==> config.mk <==
export PLATFORM = sky130hd
export DESIGN_NAME = irq_status_bank
export DESIGN_NICKNAME = d
export VERILOG_FILES = /design/src/rtl/irq_status_bank.sv
export SDC_FILE = /design/constraint.sdc
export NUM_CORES = 1
export LEC_CHECK = 0
export ABC_AREA = 1
export BUFFER_PORTS_ARGS = -buffer_cell sky130_fd_sc_hd__buf_2
export CAP_MARGIN = 25
export CORE_AREA = 5 5 85 87
export DETAILED_ROUTE_END_ITERATION = 8
export DIE_AREA = 0 0 90 92
export PLACE_DENSITY = 0.69
export SLEW_MARGIN = 20
export SYNTH_ARGS = -nofsm -noshare
export SYNTH_HDL_FRONTEND = slang
export SYNTH_SLANG_ARGS = --single-unit
==> constraint.sdc <==
create_clock -name clk -period 1.5 [get_ports clk]
set_clock_uncertainty 0.2 [all_clocks]
set_input_delay 0.15 -clock clk [delete_from_list [all_inputs] [get_ports clk]]
set_output_delay 0.15 -clock clk [all_outputs]
set_load 0.02 [all_outputs]
==> src/rtl/irq_status_bank.sv <==
module irq_status_bank #(
  parameter int          DW         = 32,
  parameter logic [31:0] IMPL_MASK  = 32'h131F_007F,
  parameter logic [31:0] LEVEL_MASK = 32'h0000_0077
) (
  input  logic          clk,
  input  logic          rst_n,
  input  logic [DW-1:0] src_level,
  input  logic [DW-1:0] src_pulse,
  input  logic          mask_wr_en,
  input  logic [DW-1:0] mask_wr_data,
  input  logic          clr_wr_en,
  input  logic [DW-1:0] clr_wr_data,
  output logic [DW-1:0] raw_stat,
  output logic [DW-1:0] mask_stat,
  output logic [DW-1:0] masked_stat,
  output logic          irq_o
);

  localparam logic [DW-1:0] IMPL  = IMPL_MASK[DW-1:0];
  localparam logic [DW-1:0] LEVEL = LEVEL_MASK[DW-1:0] & IMPL;
  localparam logic [DW-1:0] EVENT = IMPL & ~LEVEL;

  logic [DW-1:0] evt_q;
  logic [DW-1:0] mask_q;
  logic [DW-1:0] clr_bits;

  assign clr_bits = clr_wr_en ? (clr_wr_data & EVENT) : '0;

  always_ff @(posedge clk or negedge rst_n) begin
    if (!rst_n) begin
      evt_q  <= '0;
      mask_q <= '0;
      irq_o  <= 1'b0;
    end else begin
      evt_q <= ((evt_q & ~clr_bits) | src_pulse) & EVENT;
      if (mask_wr_en) mask_q <= mask_wr_data & IMPL;
      irq_o <= |masked_stat;
    end
  end

  assign raw_stat    = (src_level & LEVEL) | evt_q;
  assign mask_stat   = mask_q;
  assign masked_stat = raw_stat & mask_q;

endmodule

==> out/results.txt <==
Final Hold Vio Count = 0
CP Max Fanout = 3
Relative slew slack = 60.0%
Fin Setup TNS = 0 ns
Htree depth = 1
Largest net degree at the start of global routing = 26
Routability cong. = 0.698
Die W = 90 µm
Pwr/cell area = 833 nW/µm²
Post-synth EDFFs = 0
I/O pins = 229
Post-synthesis cell type count = 13
Number of buffers created by CTS = 3
Max Freq = 0.725 GHz
Crit path buf inv count = 2
GR Overflow Total = 0
Slew @ Worst Pin = 0.600 ns
Fin crit share = 92.0%
Final #Nets = 419
Leak = 0.00133 µW
CP peak stage delay = 0.44 ns
Core area = 6280 µm²
DP HPWL = 3290 µm
Synth Warn # = 0
Post-CTS Setup Bufs = 0
Layout area overhead = 41.9%
Layout Utilization = 35.9%
Setup violations, final = 0
Area of the multi-input gates = 606 µm²
Crit-path cells = nand2_1 -> inv_1 -> buf_2
Initial Utilization = 25.3%
Commonest cells post-synth = 57 x buf_4, 34 x nand2_1, 25 x dfrtp_1, 21 x inv_1, 10 x mux2_4
First-pass GRT wire length = 7210 µm
Critical Path Start Type = flip-flop
Rows = 29
CP Capture Type = output port
WP data required = 1.15 ns
Post-DR vias/cell = 3.63
Clk slew on worst S/H paths = 0.10 ns
Post-synth top area cell = dfrtp_1
Diode count = 0
Slew Viols, Final = 0
Die Area = 8280 µm²
Port Buf Inserts = 88
Crit path arrival time = 1.03 ns
Crit-path slowest cell = dfrtp_1
Top FF cell, synth = dfrtp_1
Status = completed
Syn avg cell area = 9.44 µm²
Number of fill cells = 647
Synth Instances = 168
Unrepaired setup endpoints after global routing = false
Delay-heaviest family, CP = flip-flops
Clock latency at the later pin of the worst-skew pair = 0.27 ns
Top-count cell post-synth = buf_4
CP Class = flip-flop to output port
Fraction of registers with async set/reset = 100%
Crit path time final = 1.38 ns
Mapped cell area = 1590 µm²
DR DRC count = 0
Vias in the first global route = 1459
Hold Path Class = primary input to flip-flop
Root buf cell = clkbuf_8
Max-cap viol count = 0
Routed Antenna Nets = 0
Register area = 626 µm²
Clock buffer depth = 2
Routed wire length = 4490 µm
Die Ht = 92 µm
Layout cells sized above 1 = 38.1%
VDD IR max = 0.000562 V
GRT Total Usage = 10.8%
Initial antenna violation count = 0
Register area share after synthesis = 39.4%
DR vias = 1319
Starting DRT DRC Count = 9
Routed wire length per instance = 12.4 µm
FF+latch count, synth = 25
Clk sinks = 25
Dominant cells by area after synthesis = dfrtp_1 39%, buf_4 27%, mux2_4 9.5%
CTS tree = done
First drt pass iteration count = 3
Synth top area share = 39.4%
## layer usage
metal | track usage, % | share of wire, % | up-vias
met5 | 0 | 0 | -
met3 | 4.09 | 12 | 2
li1 | - | - | 633
met2 | 21.1 | 52 | 88
met4 | 1.99 | 0.53 | 0
met1 | 10.8 | 36 | 596
## through the flow
stage / area (µm²) / power (µW) / instances / hold WS (ns) / setup slack [ns]
final: 2250 / 1870 / 363 / 0.0464 / 0.120
after CTS: 2250 / 1930 / 363 / 0.0356 / 0.0160
after detailed placement: 1860 / 1390 / 325 / 0.00665 / 0.290
after floorplan: 1770 / 1300 / 218 / -0.346 / 0.377
after global routing: 2250 / 2020 / 363 / 0.0507 / 0.0429
after global placement: 1860 / 1380 / 325 / 0.00587 / 0.288
## placed cells by master, fill, tap and decap left out
cell type / Yosys / final
nor2_1: 2 / 2
nand2_1: 34 / 34
clkbuf_8: 0 / 3
clkinvlp_4: 0 / 1
inv_1: 21 / 21
buf_2: 1 / 88
dfrtp_1: 25 / 25
nand3_1: 1 / 1
mux2_2: 5 / 5
a21o_1: 9 / 9
mux2_4: 10 / 10
dlygate4sd3_1: 0 / 34
buf_4: 57 / 2
conb_1: 1 / 51
## state kept, by name, indices dropped and copies added, names as in the netlist
name	cells
irq_o	1
mask_stat	15
evt_q	9
## worst paths after layout
path,slack (ns),depth (start not counted),startpoint,endpoint
hold / removal,0.05,3,clr_wr_en,evt_q[3]$_DFF_PN0_
setup / recovery,0.12,3,evt_q[16]$_DFF_PN0_,masked_stat[16]
max in group asynchronous,0.51,2,rst_n,mask_stat[6]$_DFFE_PN0P_
min in group asynchronous,0.20,2,rst_n,evt_q[28]$_DFF_PN0_
setup reg to reg,0.33,6,evt_q[16]$_DFF_PN0_,irq_o$_DFF_PN0_
hold reg to reg,0.31,1,evt_q[19]$_DFF_PN0_,evt_q[19]$_DFF_PN0_
## final cells by class
type / count / area share, %
Clock buffer: 3 / 1.83
Tap cell: 77 / 4.28
Multi-Input combinational cell: 112 / 26.9
Timing Repair Buffer: 124 / 35.4
Inverter: 21 / 3.50
Sequential cell: 25 / 27.8
Clock inverter: 1 / 0.334
## worst register-to-register path, cell delays in order, from the launching register on
cell and delay, ns:
dfrtp_1 0.44, nand2_1 0.12, nand2_1 0.06, inv_1 0.05, nand2_1 0.06, nor2_1 0.10
nand2_1 0.05
## where the power goes
part           leakage [µW]  internal, µW  total, µW  switching, µW
clock network     0.0000217           189        429            241
logic               0.00103           256        670            414
registers          0.000274           730        776           45.2
## timing repair
item	in CTS	in global routing
gates resized for setup	0	0
endpoints found under the hold margin	49	2
hold buffers	34	2
setup endpoints to repair	0	2
## logic make-up after synthesis
family                 count (synthesis)  synth area share [%]
AO/OA/AOI/OAI                          9                  4.26
other                                  1                 0.236
multiplexers                          15                  13.0
buffers and inverters                 81                  34.2
flip-flops                            25                  39.4
AND/OR/NAND/NOR                       37                  8.83
(Power assumes the default switching activity.)
